<file path="src/rtl/i2cwp_pkg.sv">
package i2cwp_pkg;
  localparam int unsigned DEV_W  = 7;
  localparam int unsigned BYTE_W = DEV_W + 1;

  typedef enum logic [1:0] {
    CMD_START = 2'd0,
    CMD_BYTE  = 2'd1,
    CMD_STOP  = 2'd2
  } bus_cmd_e;

  typedef enum logic [3:0] {
    ST_IDLE,
    ST_W_STA,
    ST_W_CTL,
    ST_W_ADR,
    ST_W_DAT,
    ST_W_STP,
    ST_P_STA,
    ST_P_CTL,
    ST_P_STP,
    ST_FIN
  } seq_st_e;
endpackage

</file>
<file path="src/rtl/i2cwp_tick.sv">
module i2cwp_tick #(
  parameter int unsigned QTR_CYC = 4
) (
  input  logic clk_i,
  input  logic rst_ni,
  input  logic en_i,
  output logic tick_o
);
  localparam int unsigned CW = (QTR_CYC > 1) ? $clog2(QTR_CYC) : 1;
  localparam logic [CW-1:0] LAST = CW'(QTR_CYC - 1);

  logic [CW-1:0] cnt_q;

  // counter held at zero while idle so the first quarter is full length
  always_ff @(posedge clk_i or negedge rst_ni) begin
    if (!rst_ni)                    cnt_q <= '0;
    else if (!en_i || cnt_q == LAST) cnt_q <= '0;
    else                             cnt_q <= cnt_q + 1'b1;
  end

  assign tick_o = en_i && (cnt_q == LAST);
endmodule

</file>
<file path="src/rtl/i2cwp_bus.sv">
module i2cwp_bus
  import i2cwp_pkg::*;
(
  input  logic              clk_i,
  input  logic              rst_ni,
  input  logic              cmd_vld_i,
  input  bus_cmd_e          cmd_i,
  input  logic [BYTE_W-1:0] byte_i,
  input  logic              tick_i,
  input  logic              sda_i,
  output logic              act_o,
  output logic              done_o,
  output logic              ack_o,
  output logic              scl_low_o,
  output logic              sda_low_o
);
  localparam int unsigned BCW = $clog2(BYTE_W + 1);
  localparam logic [BCW-1:0] ACK_BIT = BCW'(BYTE_W);

  bus_cmd_e          op_q;
  logic              act_q, done_q, ack_q;
  logic [1:0]        qtr_q;
  logic [BCW-1:0]    bit_q;
  logic [BYTE_W-1:0] sh_q;
  logic              scl_low_q, sda_low_q;
  logic              scl_low_d, sda_low_d;
  logic              last_qtr, op_end;

  assign last_qtr = act_q && tick_i && (qtr_q == 2'd3);
  assign op_end   = last_qtr && ((op_q != CMD_BYTE) || (bit_q == ACK_BIT));

  // line pattern per quarter; SDA only moves with SCL high in START/STOP
  always_comb begin
    scl_low_d = 1'b0;
    sda_low_d = 1'b0;
    case (op_q)
      CMD_START: begin
        scl_low_d = (qtr_q == 2'd3);
        sda_low_d = (qtr_q != 2'd0);
      end
      CMD_BYTE: begin
        scl_low_d = (qtr_q == 2'd0) || (qtr_q == 2'd3);
        sda_low_d = (bit_q != ACK_BIT) && !sh_q[BYTE_W-1];
      end
      CMD_STOP: begin
        scl_low_d = (qtr_q == 2'd0);
        sda_low_d = (qtr_q < 2'd2);
      end
      default: ;
    endcase
  end

  always_ff @(posedge clk_i or negedge rst_ni) begin
    if (!rst_ni) begin
      op_q      <= CMD_START;
      act_q     <= 1'b0;
      done_q    <= 1'b0;
      ack_q     <= 1'b0;
      qtr_q     <= 2'd0;
      bit_q     <= '0;
      sh_q      <= '0;
      scl_low_q <= 1'b0;
      sda_low_q <= 1'b0;
    end else begin
      done_q <= op_end;
      if (!act_q) begin
        if (cmd_vld_i) begin
          act_q <= 1'b1;
          op_q  <= cmd_i;
          qtr_q <= 2'd0;
          bit_q <= '0;
          sh_q  <= byte_i;
        end
      end else if (tick_i) begin
        qtr_q <= qtr_q + 2'd1;
        if ((op_q == CMD_BYTE) && (bit_q == ACK_BIT) && (qtr_q == 2'd1))
          ack_q <= !sda_i;
        if (qtr_q == 2'd3) begin
          if (op_end) begin
            act_q <= 1'b0;
          end else begin
            bit_q <= bit_q + 1'b1;
            sh_q  <= {sh_q[BYTE_W-2:0], 1'b0};
          end
        end
      end
      // lines hold their last level between commands
      if (act_q) begin
        scl_low_q <= scl_low_d;
        sda_low_q <= sda_low_d;
      end
    end
  end

  assign act_o     = act_q;
  assign done_o    = done_q;
  assign ack_o     = ack_q;
  assign scl_low_o = scl_low_q;
  assign sda_low_o = sda_low_q;
endmodule

</file>
<file path="src/rtl/i2cwp_seq.sv">
module i2cwp_seq
  import i2cwp_pkg::*;
#(
  parameter int unsigned MAX_POLLS = 8
) (
  input  logic              clk_i,
  input  logic              rst_ni,
  input  logic              req_i,
  input  logic [DEV_W-1:0]  dev_i,
  input  logic [BYTE_W-1:0] wa_i,
  input  logic [BYTE_W-1:0] dat_i,
  input  logic              cmd_done_i,
  input  logic              ack_i,
  output logic              cmd_vld_o,
  output bus_cmd_e          cmd_o,
  output logic [BYTE_W-1:0] byte_o,
  output logic              busy_o,
  output logic              done_o,
  output logic              err_o
);
  localparam int unsigned PW = $clog2(MAX_POLLS + 1);
  localparam logic [PW-1:0] POLL_LAST = PW'(MAX_POLLS - 1);

  seq_st_e           st_q, st_d;
  logic              issued_q;
  logic [DEV_W-1:0]  dev_q;
  logic [BYTE_W-1:0] wa_q, dat_q;
  logic [PW-1:0]     polls_q;
  logic              fail_q, ok_q;
  logic              on_bus;

  assign on_bus    = (st_q != ST_IDLE) && (st_q != ST_FIN);
  assign cmd_vld_o = on_bus && !issued_q;
  assign busy_o    = (st_q != ST_IDLE);
  assign done_o    = (st_q == ST_FIN);
  assign err_o     = done_o && fail_q;

  always_comb begin
    case (st_q)
      ST_W_STA, ST_P_STA: cmd_o = CMD_START;
      ST_W_STP, ST_P_STP: cmd_o = CMD_STOP;
      default:            cmd_o = CMD_BYTE;
    endcase
    case (st_q)
      ST_W_ADR: byte_o = wa_q;
      ST_W_DAT: byte_o = dat_q;
      default:  byte_o = {dev_q, 1'b0};
    endcase
  end

  always_comb begin
    st_d = st_q;
    case (st_q)
      ST_IDLE:  if (req_i)      st_d = ST_W_STA;
      ST_W_STA: if (cmd_done_i) st_d = ST_W_CTL;
      ST_W_CTL: if (cmd_done_i) st_d = ack_i ? ST_W_ADR : ST_W_STP;
      ST_W_ADR: if (cmd_done_i) st_d = ack_i ? ST_W_DAT : ST_W_STP;
      ST_W_DAT: if (cmd_done_i) st_d = ST_W_STP;
      ST_W_STP: if (cmd_done_i) st_d = fail_q ? ST_FIN : ST_P_STA;
      ST_P_STA: if (cmd_done_i) st_d = ST_P_CTL;
      ST_P_CTL: if (cmd_done_i) st_d = ST_P_STP;
      ST_P_STP: if (cmd_done_i) st_d = (ok_q || fail_q) ? ST_FIN : ST_P_STA;
      ST_FIN:                   st_d = ST_IDLE;
      default:                  st_d = ST_IDLE;
    endcase
  end

  always_ff @(posedge clk_i or negedge rst_ni) begin
    if (!rst_ni) begin
      st_q     <= ST_IDLE;
      issued_q <= 1'b0;
      dev_q    <= '0;
      wa_q     <= '0;
      dat_q    <= '0;
      polls_q  <= '0;
      fail_q   <= 1'b0;
      ok_q     <= 1'b0;
    end else begin
      st_q <= st_d;
      if (cmd_vld_o)       issued_q <= 1'b1;
      else if (cmd_done_i) issued_q <= 1'b0;
      if ((st_q == ST_IDLE) && req_i) begin
        dev_q   <= dev_i;
        wa_q    <= wa_i;
        dat_q   <= dat_i;
        polls_q <= '0;
        fail_q  <= 1'b0;
        ok_q    <= 1'b0;
      end
      if (cmd_done_i) begin
        case (st_q)
          ST_W_CTL, ST_W_ADR, ST_W_DAT: if (!ack_i) fail_q <= 1'b1;
          ST_P_CTL: begin
            polls_q <= polls_q + 1'b1;
            // acknowledge on the last permitted poll wins over the limit
            if (ack_i)                      ok_q   <= 1'b1;
            else if (polls_q == POLL_LAST)  fail_q <= 1'b1;
          end
          default: ;
        endcase
      end
    end
  end
endmodule

</file>
<file path="src/rtl/i2c_wr_poll.sv">
module i2c_wr_poll
  import i2cwp_pkg::*;
#(
  parameter int unsigned QTR_CYC   = 4,
  parameter int unsigned MAX_POLLS = 8
) (
  input  logic              clk_i,
  input  logic              rst_ni,
  input  logic              req_i,
  input  logic [DEV_W-1:0]  dev_addr_i,
  input  logic [BYTE_W-1:0] word_addr_i,
  input  logic [BYTE_W-1:0] wr_data_i,
  input  logic              sda_i,
  output logic              scl_low_o,
  output logic              sda_low_o,
  output logic              busy_o,
  output logic              done_o,
  output logic              err_o
);
  logic              tick, bus_act, bus_done, bus_ack, cmd_vld;
  bus_cmd_e          cmd;
  logic [BYTE_W-1:0] cmd_byte;

  i2cwp_tick #(.QTR_CYC(QTR_CYC)) u_tick (
    .clk_i  (clk_i),
    .rst_ni (rst_ni),
    .en_i   (bus_act),
    .tick_o (tick)
  );

  i2cwp_bus u_bus (
    .clk_i     (clk_i),
    .rst_ni    (rst_ni),
    .cmd_vld_i (cmd_vld),
    .cmd_i     (cmd),
    .byte_i    (cmd_byte),
    .tick_i    (tick),
    .sda_i     (sda_i),
    .act_o     (bus_act),
    .done_o    (bus_done),
    .ack_o     (bus_ack),
    .scl_low_o (scl_low_o),
    .sda_low_o (sda_low_o)
  );

  i2cwp_seq #(.MAX_POLLS(MAX_POLLS)) u_seq (
    .clk_i      (clk_i),
    .rst_ni     (rst_ni),
    .req_i      (req_i),
    .dev_i      (dev_addr_i),
    .wa_i       (word_addr_i),
    .dat_i      (wr_data_i),
    .cmd_done_i (bus_done),
    .ack_i      (bus_ack),
    .cmd_vld_o  (cmd_vld),
    .cmd_o      (cmd),
    .byte_o     (cmd_byte),
    .busy_o     (busy_o),
    .done_o     (done_o),
    .err_o      (err_o)
  );
endmodule

</file>
<file path="config.mk">
export PLATFORM = sky130hd
export DESIGN_NAME = i2c_wr_poll
export DESIGN_NICKNAME = d
export VERILOG_FILES = /design/src/rtl/i2cwp_pkg.sv /design/src/rtl/i2cwp_tick.sv /design/src/rtl/i2cwp_bus.sv /design/src/rtl/i2cwp_seq.sv /design/src/rtl/i2c_wr_poll.sv
export SDC_FILE = /design/constraint.sdc
export NUM_CORES = 1
export LEC_CHECK = 0
export ABC_AREA = 1
export BUFFER_PORTS_ARGS = -buffer_cell sky130_fd_sc_hd__buf_2
export CORE_ASPECT_RATIO = 2
export CORE_MARGIN = 3
export CORE_UTILIZATION = 50
export DETAILED_ROUTE_END_ITERATION = 16
export PLACE_DENSITY_LB_ADDON = 0.25
export SYNTH_ARGS = -nofsm -noshare
export SYNTH_HDL_FRONTEND = slang
export SYNTH_HIERARCHICAL = 1
export SYNTH_SLANG_ARGS = --single-unit
</file>
<file path="constraint.sdc">
create_clock -name clk_i -period 4.9 [get_ports clk_i]
set_clock_uncertainty 0.1 [all_clocks]
set_input_delay 0.735 -clock clk_i [delete_from_list [all_inputs] [get_ports clk_i]]
set_output_delay 0.735 -clock clk_i [all_outputs]
set_load 0.05 [all_outputs]
</file>
# ---- Word level (Yosys, flattened, before mapping)
# Cells that the tools add are included.
# Widths: inputs -> output; s select.
dict set report classes {
  n_mux 52
  n_bitwise 1
  addsub 4
  n_eq_ne 31
  reduce_logical 34
  magnitude_cmp 1
}
# cell count
set ops {}
lappend ops {{$mux 4} 19}
lappend ops {{$mux 8} 5}
lappend ops {{$pmux 4 s9} 1}
lappend ops {{$ne 2x2->1 const B} 11}
lappend ops {{$eq 4x3->1 const B} 5}
lappend ops {{$mux 1} 17}
lappend ops {{$pmux 8 s2} 1}
lappend ops {{$eq 4x4->1 const B} 3}
lappend ops {{$logic_and 1x1->1} 11}
lappend ops {{$reduce_and 9->1} 1}
lappend ops {{$add 4x1->4 const B} 2}
lappend ops {{$eq 4x2->1 const B} 2}
lappend ops {{$mux 2} 4}
lappend ops {{$ne 4x4->1 const B} 2}
lappend ops {{$eq 2x2->1 const B} 3}
lappend ops {{$pmux 1 s3} 2}
lappend ops {{$reduce_bool 2->1} 3}
lappend ops {{$add 2x1->2 const B} 2}
lappend ops {{$eq 2x1->1 const B} 2}
lappend ops {{$eq 4x1->1 const B} 1}
lappend ops {{$logic_not 1->1} 4}
lappend ops {{$logic_not 2->1} 2}
lappend ops {{$logic_not 4->1} 1}
lappend ops {{$logic_or 1x1->1} 4}
lappend ops {{12 further kinds} 15}
dict set report totals {
  out_inout_bits 5
  elab_cells 141
  in_bits 27
  reg_bits 57
}

# ---- Longest topological paths before layout
# Gate-level depths: netlist of run 1.
dict set report logic_depth {
  depth_word 9
  mapped_depth 13
  depth_no_buf 12
}

# ---- Modules after synthesis
# Netlist of run 1, hierarchy kept.
# mod seq_area_each_um2 cells_per_inst area_per_inst_um2 instances
set modules_own_cells {}
lappend modules_own_cells {i2cwp_seq 850.8 238 1795.5 1}
lappend modules_own_cells {i2cwp_bus 525.5 155 1174.9 1}
lappend modules_own_cells {i2cwp_tick 50.0 10 88.8 1}

# ---- Worst setup path after synthesis of run 1
# Ideal clock, no wire load.
dict set report synth_timing {
  path_type {register -> output}
  start {register u_seq.st_q[0]}
  end {output err_o}
  required_time_ps 4065
  n_path_buf 0
  stages_incl_launch_ff 5
  arrival_time_ps 1409
  setup_slack_ps 2656
  path_cell_list {dfrtp_1 > inv_1 > nor2_1 > nand2_1 > nor2_1}
}
dict set report synth_between {
  elab_chain_len 2
}
# element line
set synth_lines {}
lappend synth_lines {{start, declared} i2cwp_seq.sv:24} ;# seq_st_e st_q, st_d;
lappend synth_lines {{start signal, assigned} i2cwp_seq.sv:79} ;# st_q <= st_d;
lappend synth_lines {{$eq 4x4->1} i2cwp_seq.sv:35} ;# assign done_o = (st_q == ST_FIN);
lappend synth_lines {{$logic_and 1x1->1} i2cwp_seq.sv:36} ;# assign err_o = done_o && fail_q;
lappend synth_lines {{end, declared} i2c_wr_poll.sv:18} ;# output logic err_o
# No other way between the ends.

# ---- Worst setup path in the final report of run 1
dict set report layout_timing {
  start {register u_seq.st_q[3]}
  end {output err_o}
}
# Same word-level chain as after synthesis.

==> results of run 1 <==
## worst min path at each step
stage / to / cells after the start
floorplan: u_tick/cnt_q[0] / 1
global placement: u_tick/cnt_q[0] / 1
detailed placement: u_tick/cnt_q[0] / 1
CTS: u_tick/cnt_q[0] / 1
global route: u_tick/cnt_q[0] / 1
finish: u_tick/cnt_q[0] / 1
## synthesized netlist by cell type (3+ instances only)
cell type | number | share of area [%]
buf_6 | 4 | 1.5
nand3b_1 | 3 | 0.74
nand2_2 | 15 | 3.1
clkbuf_1 | 4 | 0.49
nand3_1 | 54 | 8.8
nand4_1 | 4 | 0.82
dfrtp_1 | 57 | 47
buf_2 | 3 | 0.49
a21oi_1 | 3 | 0.49
o21ai_1 | 4 | 0.65
nand2_1 | 158 | 19
nor2_1 | 20 | 2.5
ha_1 | 8 | 3.3
o21ai_0 | 10 | 1.6
inv_1 | 36 | 4.4
## power by group
| part | internal (mW) | leakage [nW] | switching [mW] |
|---|---|---|---|
| Sequential | 0.627 | 0.727 | 0.127 |
| Combinational | 0.216 | 1.10 | 0.453 |
| Clock | 0.444 | 0.158 | 0.199 |
## cell type report
class / count / area [um^2]
fill: 547 / 2280
clock inverter: 2 / 35.0
multi-input combinational: 295 / 1400
inverter: 39 / 149
sequential: 57 / 1430
timing repair buffer: 32 / 163
tap: 61 / 76.3
clock buffer: 13 / 280
## per-layer routing
metal	up-vias	routed length, um	global-route usage [%]	share of wire [%]
met1	1212	2510	23.6	40
met4	0	183	9.84	2.9
met5	-	0	0	0
met2	56	3380	36.1	54
li1	1331	-	-	-
met3	13	231	6.53	3.7
## sequential cells by signal (all words and copies together) (netlist names), 2 cells and up
register	cells
u_tick/cnt_q	2
u_bus/qtr_q	2
u_bus/bit_q	4
u_seq/wa_q	8
u_seq/dev_q	7
u_bus/sh_q	8
u_seq/dat_q	8
u_seq/polls_q	4
u_bus/op_q	2
u_seq/st_q	4
## logic make-up (layout without fill, tap and decap cells)
| logic type | after synthesis | after routing | synth area share, % |
|---|---|---|---|
| AND/OR/NAND/NOR | 264 | 264 | 38.2 |
| flip-flops | 57 | 57 | 46.6 |
| buffers and inverters | 51 | 86 | 7.57 |
| AO/OA/AOI/OAI | 20 | 20 | 3.52 |
| adder cells (fa/ha/maj) | 8 | 8 | 3.27 |
| XOR/XNOR | 3 | 3 | 0.859 |
## worst max-delay path: cells and delay by family, from the launching register on
| kind | cells | cell delay, ns |
|---|---|---|
| flip-flops | 1 | 0.45 |
| buffers and inverters | 2 | 0.32 |
| AND/OR/NAND/NOR | 3 | 0.47 |
## per-stage QoR
step	total power, mW	setup slack, ns	instance area [um^2]	utilization [%]
floorplan	1.28	2.66	3060	-
global placement	1.41	2.74	3220	55.4
detailed placement	1.43	2.69	3220	55.4
CTS	2.09	2.48	3530	60.8
global route	2.24	2.33	3530	60.8
finish	2.07	2.49	3530	60.8
==> out/metrics.yaml, run 1 <==
synth-warning-count: 6
postCtsHoldBufs: 0
syn_nets: 438
crit_path_start_kind: "flop"
grt_pass1_wl_mm: 11.2
worst-r2r-cell-count: 8
drc: 0
fin_nets: 469
first_pass_iters: 6
post_cts_buffers: 0
synth_cell_types: 28
grt_setup_unrepaired: "false"
cts_max_level: 3
async_reset_ff_share_pct: 100
cpMostUsedCell: "nor2_1"
arrival_ns: 1.58
critical_path_required_ns: 4.07
ant_nets: 0
synthFlopType: "dfrtp_1"
numCtsBuffers: 9
ys_ff_latch: 57
min_from: "u_tick/cnt_q[0]"
worst-slew-pin-transition_ns: 0.704
gp_congestion: 0.936
leakagePower_nw: 1.99
syn_area_um2: 3060
grt_overflow: 0
cts_tree: "built"
finalSetupViolCount: 0
drv_cap: 0
dp_hpwl_mm: 4.49
clk_latency_ns: 0.33
layout-area-overhead-vs-synth_pct: 15.4
dp.cells: 484
grt_pass1_vias: 2558
drt_iter0_drc: 97
row_count: 39
end_kind: "output pin"
netlist_instances: 403
ys_seq_area_share_pct: 46.6
drive_above_1_share_pct: 16.7
die_w_um: 61.3
grt_antenna_before_repair: 0
fin_crit_sh_pct: 49.2
crit_path_end: "err_o"
final_cells: 499
avgSynthCellArea_um2: 7.59
pin_count: 32
fin_setup_tns_ns: 0
core_area_um2: 5810
via_per_inst: 5.23
power_density_nw_per_um2: 585
whs_ns: 0.340
synth_edf_count: 0
cts_resized: 0
finalCriticalPeriod_ns: 2.41
die_area_um2: 7150
drt_wl_total_mm: 6.31
hold_viol: 0
cp_max_fo: 5
avgRoutedWirePerCell_um: 12.6
critical_path_class: "flop to output pin"
final_common_cell: "nand2_1"
dieHeight_um: 117
track_usage_pct: 21.3
r2r_start: "u_seq/st_q[1]"
ctsLongestPathBuffers: 2
vdd_ir_drop_max_uv: 394
diodes: 0
crit_start: "u_seq/st_q[3]"
rrSetupSlack_ns: 2.83
initial_core_util_pct: 52.7
cts-root-buf: "clkbuf_16"
slowest_delay_ns: 0.45
hold_class: "flop to flop"
cts.sinks: 57
clk_pin_slew_ns: 0.05
reg2reg_to: "u_seq/polls_q[2]"
worst_path_max_delay_cell: "dfrtp_1"
run_status: "completed"
fmax_mhz: 414
finalMaxSlewViolations: 0
final_cell_mix: "nand2_1, dfrtp_1, nand3_1"
via_count: 2612
path_cells: "inv_1 > nor2_1 > nand2_1 > nor2_1 > buf_2"
maxSlewHeadroom_pct: 53.1
grt_max_degree: 58
port_buffers: 31
Power figures use the tool's default switching activity.
==> run 2, diff against run 1 <==
Settings changed: ABC_AREA 1 to 0.
Clock period 4.9 ns to 2.4 ns, I/O delays scaled along.
==> run 2 against run 1 <==
Effect of this change: cell count fell by 24%; worst hold slack got worse by 0.23 ns; synthesized cell count fell by 32%; global-route usage fell by 0.94 points; critical path depth fell by 1; clock power rose by 100%; design area rose by 0.57%; via count fell by 15%; highest routed layer unchanged; worst setup slack got worse by 2.2 ns; sequential share of layout area fell by 0.23 points; critical endpoint unchanged; routed wire length rose by 0.49%.
==> out/metrics.yaml, run 2 <==
run_status: "completed"
finalSetupViolCount: 0  # unchanged
leakagePower_nw: 1.69  # -15%
dp.cells: 364  # -25%
critical_path_class: "flop to output pin"
fin_crit_sh_pct: 86.5
cts_resized: 0  # unchanged
clk_latency_ns: 0.32  # about the same
ctsLongestPathBuffers: 2  # unchanged
final_cells: 380  # -24%
grt_pass1_wl_mm: 10.4  # -6.8%
ys_seq_area_share_pct: 48.3  # +1.7 points
pin_count: 32  # unchanged
first_pass_iters: 4  # -2
critical_path_required_ns: 1.94  # -2.13 ns
ant_nets: 0  # unchanged
dieHeight_um: 115  # -1.7%
die_area_um2: 6910  # -3.3%
synth_cell_types: 58  # +110%
layout-area-overhead-vs-synth_pct: 20.4
grt_setup_unrepaired: "false"
core_area_um2: 5710  # -1.7%
finalCriticalPeriod_ns: 2.08
grt_pass1_vias: 2333  # -8.8%
grt_max_degree: 35  # -40%
synthFlopType: "dfrtp_1"
cts_max_level: 3  # unchanged
synth_common_cells: "dfrtp_1, o21ai_0, inv_1"
fin_nets: 350  # -25%
initial_core_util_pct: 51.7  # -1.0 points
critPathTopFamily: "flip-flops"
synthMostInstantiatedCell: "dfrtp_1"
worst_path_max_delay_cell: "dfrtp_1"
finalMaxSlewViolations: 0  # unchanged
avgSynthCellArea_um2: 10.8  # +42%
slowest_delay_ns: 0.49  # +0.04 ns
synth_edf_count: 0  # unchanged
drv_cap: 0  # unchanged
cts_tree: "built"
vdd_ir_drop_max_uv: 705  # +79%
crit_path_start_kind: "flop"
row_count: 39  # unchanged
syn_area_um2: 2950  # -3.6%
numCtsBuffers: 9  # unchanged
grt_overflow: 0  # unchanged
arrival_ns: 1.62  # +0.04 ns
maxSlewHeadroom_pct: 58.8  # +5.7 points
dp_hpwl_mm: 4.72  # +5.0%
hold_viol: 0  # unchanged
async_reset_ff_share_pct: 100  # unchanged
worst-slew-pin-transition_ns: 0.614  # -0.0891 ns
syn_nets: 308  # -30%
top_regs: "u_bus/sh_q x8, u_seq/dat_q x8, u_seq/wa_q x8"
power_density_nw_per_um2: 976  # +67%
grt_antenna_before_repair: 0  # unchanged
die_w_um: 60.3  # -1.6%
ys_ff_latch: 57  # unchanged
synth-warning-count: 6  # unchanged
avgRoutedWirePerCell_um: 16.7  # +32%
final_common_cell: "dfrtp_1"
via_per_inst: 5.83  # +11%
track_usage_pct: 20.4  # -0.94 points
gp_congestion: 0.889  # -5.0%
fin_area_um2: 3550  # +0.57%
placed_area_um2: 3230  # +0.31%
hold_class: "input port to flop"
fin_setup_tns_ns: 0  # unchanged
netlist.area_leader.share_pct: 48.3  # +1.7 points
cp_max_fo: 9  # +4
setup_slack_ns: 0.323  # -2.16 ns
drive_above_1_share_pct: 29.2  # +12 points
drc: 0  # unchanged
port_buffers: 31  # unchanged
end_kind: "output pin"
fmax_mhz: 482
place_ws_ns: 0.377  # -2.31 ns
cts.sinks: 57  # unchanged
cts-root-buf: "clkbuf_16"
final_cell_mix: "dfrtp_1, buf_2, o21ai_0"
clk_pin_slew_ns: 0.05  # about the same
synth_top_area_cell: "dfrtp_1"
diodes: 0  # unchanged
drt_wl_total_mm: 6.34  # +0.49%
via_count: 2214  # -15%
netlist_instances: 273  # -32%
yosys-top-cells-area: "dfrtp_1, mux2_2, mux2i_1"
critPathBufInv: 2  # unchanged
drt_iter0_drc: 49  # -49%
path_cells: "inv_1 > nor3_4 > and2_1 > buf_2"
run 2: area by class of cell:
| cell class | count | area, um^2 |
|---|---|---|
| fillers | 472 | 2160 |
| flip-flops and latches | 57 | 1430 |
| repair buffers | 44 | 268 |
| well taps | 61 | 76.3 |
| clock inverters | 2 | 35.0 |
| inverters | 19 | 71.3 |
| clock buffers | 13 | 280 |
| multi-input cells | 184 | 1390 |
run 2: timing repair:
action,in CTS,in global routing
hold buffers,1,0
endpoints found under the hold margin,23,0
buffers inserted,0,0
run 2: worst paths after layout:
| kind | startpoint | to | slack (ns) | cells after the start |
|---|---|---|---|---|
| max | u_seq/st_q[0] | err_o | 0.32 | 4 |
| min | sda_i | u_bus/ack_o | 0.11 | 2 |
| max reg2reg | u_seq/st_q[0] | u_seq/dev_q[3] | 0.37 | 4 |
| min reg2reg | u_bus/scl_low_o | u_bus/scl_low_o | 0.37 | 1 |
| max in group asynchronous | rst_ni | u_seq/dev_q[6] | 1.14 | 3 |
| min in group asynchronous | rst_ni | u_seq/st_q[0] | 0.48 | 2 |
run 2: power breakdown:
part / switching (mW) / leakage [nW] / total [mW] / internal, mW
Clock: 0.399 / 0.158 / 1.31 / 0.906
Sequential: 0.166 / 0.700 / 1.37 / 1.20
Combinational: 0.420 / 0.835 / 0.793 / 0.373
Total: 0.984 / 1.69 / 3.47 / 2.48
run 2: metrics by stage:
stage / total power, mW / util [%] / hold WS (ns)
finish: 3.47 / 62.2 / 0.113
floorplan: 1.91 / - / -0.0356
global route: 3.65 / 62.2 / 0.110
CTS: 3.49 / 62.2 / 0.108
detailed placement: 2.17 / 56.5 / 0.302
global placement: 2.14 / 56.5 / 0.300
run 2: routing by layer:
metal / up-vias / global-route usage, % / wire [um]
met1: 1082 / 20.6 / 2390
met2: 48 / 36.6 / 3520
li1: 1066 / - / -
met4: 0 / 10.4 / 188
met5: - / 0 / 0
met3: 18 / 5.19 / 237
run 2: cells by family after synthesis:
family | after synthesis | synth area share (%)
simple gates | 73 | 14.6
compound gates | 64 | 14.3
flops | 57 | 48.3
mux | 37 | 13.8
buf+inv | 32 | 4.96
fa+ha+maj | 8 | 3.39
xor+xnor | 2 | 0.594
==> run 3, diff against run 2 <==
Settings changed: HOLD_SLACK_MARGIN from default to 0.12.
==> run 3 against run 2 <==
Effect of this change: worst setup slack about the same; sequential share of layout area down 0.11 points; non-clock buffer count is 1 higher; first-iteration DRC count increased by 35%; sequential power about the same; clock power hardly changed; worst hold slack improved by 0.042 ns; global-route usage stayed put; critical path depth did not move.
==> out/metrics.yaml, run 3 (synthesis gave the netlist of run 2 again) <==
crit_start: "u_seq/st_q[0]"
row_count: 39  # unchanged
clk_latency_ns: 0.32  # about the same
fin_crit_sh_pct: 86.5  # about the same
final_cell_mix: "dfrtp_1, buf_2, o21ai_0"
critical_path_required_ns: 1.94  # about the same
die_area_um2: 6910  # unchanged
port_buffers: 31  # unchanged
final_common_cell: "dfrtp_1"
initial_core_util_pct: 51.7  # unchanged
worst-slew-pin-transition_ns: 0.612  # -0.00287 ns
grt_pass1_wl_mm: 10.4  # unchanged
hold_depth: 2  # unchanged
diodes: 0  # unchanged
finalCriticalPeriod_ns: 2.08  # -0.000225 ns
placed_area_um2: 3230  # unchanged
crit_path_start_kind: "flop"
r2r_start: "u_seq/st_q[0]"
leakagePower_nw: 1.70  # +0.25%
core_area_um2: 5710  # unchanged
cts-root-buf: "clkbuf_16"
track_usage_pct: 20.4  # unchanged
cts.sinks: 57  # unchanged
cts_tree: "built"
via_per_inst: 5.88  # +0.86%
avgRoutedWirePerCell_um: 16.7  # +0.24%
run_status: "completed"
drt_wl_total_mm: 6.37  # +0.51%
fin_setup_tns_ns: 0  # unchanged
maxSlewHeadroom_pct: 59.0  # +0.19 points
top_regs: "u_bus/sh_q x8, u_seq/dat_q x8, u_seq/wa_q x8"
worst-r2r-cell-count: 4  # unchanged
grt_max_degree: 35  # unchanged
grt_pass1_vias: 2333  # unchanged
cts_max_level: 3  # unchanged
rrSetupSlack_ns: 0.37  # about the same
utilization_pct: 62.4  # +0.18 points
critical_path_class: "flop to output pin"
layout-area-overhead-vs-synth_pct: 20.7
drv_cap: 0  # unchanged
end_kind: "output pin"
grt_overflow: 0  # unchanged
fillers: 471  # -0.21%
cp_max_fo: 9  # unchanged
slowest_delay_ns: 0.49  # about the same
die_w_um: 60.3  # unchanged
seqCellArea_um2: 1430  # unchanged
hold_viol: 0  # unchanged
fin_nets: 351  # +0.29%
finalSetupViolCount: 0  # unchanged
ant_nets: 0  # unchanged
hold_class: "input port to flop"
min_from: "dev_addr_i[4]"
worst_path_max_delay_cell: "dfrtp_1"
fin_area_um2: 3560  # +0.28%
drive_above_1_share_pct: 29.1  # -0.091 points
grt_antenna_before_repair: 0  # unchanged
gp_congestion: 0.889  # unchanged
numCtsBuffers: 9  # unchanged
first_pass_iters: 4  # unchanged
place_ws_ns: 0.377  # unchanged
vdd_ir_drop_max_uv: 705  # about the same
multi_input_area_um2: 1390  # unchanged
drc: 0  # unchanged
via_count: 2239  # +1.1%
drt_iter0_drc: 66  # +35%
pin_count: 32  # unchanged
clk_pin_slew_ns: 0.05  # about the same
dp_hpwl_mm: 4.72  # unchanged
ctsLongestPathBuffers: 2  # unchanged
fmax_mhz: 482  # about the same
finalMaxSlewViolations: 0  # unchanged
path_cells: "inv_1 > nor3_4 > and2_1 > buf_2"
arrival_ns: 1.62  # about the same
power_density_nw_per_um2: 973  # -0.25%
grt_setup_unrepaired: "false"
dieHeight_um: 115  # unchanged
setup_slack_ns: 0.323  # +0.000225 ns
cts_resized: 0  # unchanged
whs_ns: 0.155  # +0.0425 ns
run 3: cell count changes in the layout (fill, tap and decap cells not counted), sizes merged:
cell         previous run  this run
dlygate4sd3             1         2
run 3: final timing paths:
kind	end
worst max-delay path	err_o
worst min-delay path	u_seq/dev_q[4]
worst max register to register	u_seq/dev_q[3]
worst min register to register	u_tick/cnt_q[0]
max in group asynchronous	u_bus/sh_q[3]
min in group asynchronous	u_seq/st_q[0]
run 3: critical path: cells and delay by family, from the launching register on:
family | cells | cell delay (ns)
buffers and inverters | 2 | 0.43
flip-flops | 1 | 0.49
AND/OR/NAND/NOR | 2 | 0.37
run 3: per-stage QoR:
| step | power, mW | instances |
|---|---|---|
| 6_report | 3.47 | 381 |
| 5_1_grt | 3.65 | 381 |
| 4_1_cts | 3.49 | 381 |
| 3_5_place_dp | 2.17 | 364 |
| 3_3_place_gp | 2.14 | 364 |
| 2_1_floorplan | 1.91 | 273 |
run 3: layout make-up:
type | count | share of cell area, %
clock buffer | 13 | 7.87
clock inverter | 2 | 0.984
inverter | 19 | 2.00
multi-input combinational | 184 | 39.1
sequential | 57 | 40.1
tap | 61 | 2.14
timing repair buffer | 45 | 7.80
run 3: routing by layer:
| layer | up-vias | routed length (um) | GRT usage (%) | part of all wire (%) |
|---|---|---|---|---|
| met1 | 1102 | 2410 | 20.6 | 38 |
| li1 | 1068 | - | - | - |
| met4 | 0 | 186 | 10.4 | 2.9 |
| met2 | 50 | 3550 | 36.6 | 56 |
| met5 | - | 0 | 0 | 0 |
| met3 | 19 | 222 | 5.19 | 3.5 |
run 3: repair_timing:
item,in CTS,in global routing
setup buffers,0,0
hold buffers,2,0
hold endpoints to repair,24,0
run 3: where the power goes:
group / switching [mW] / internal [mW]
Combinational: 0.420 / 0.374
Clock: 0.398 / 0.906
Sequential: 0.166 / 1.20
Total: 0.984 / 2.48
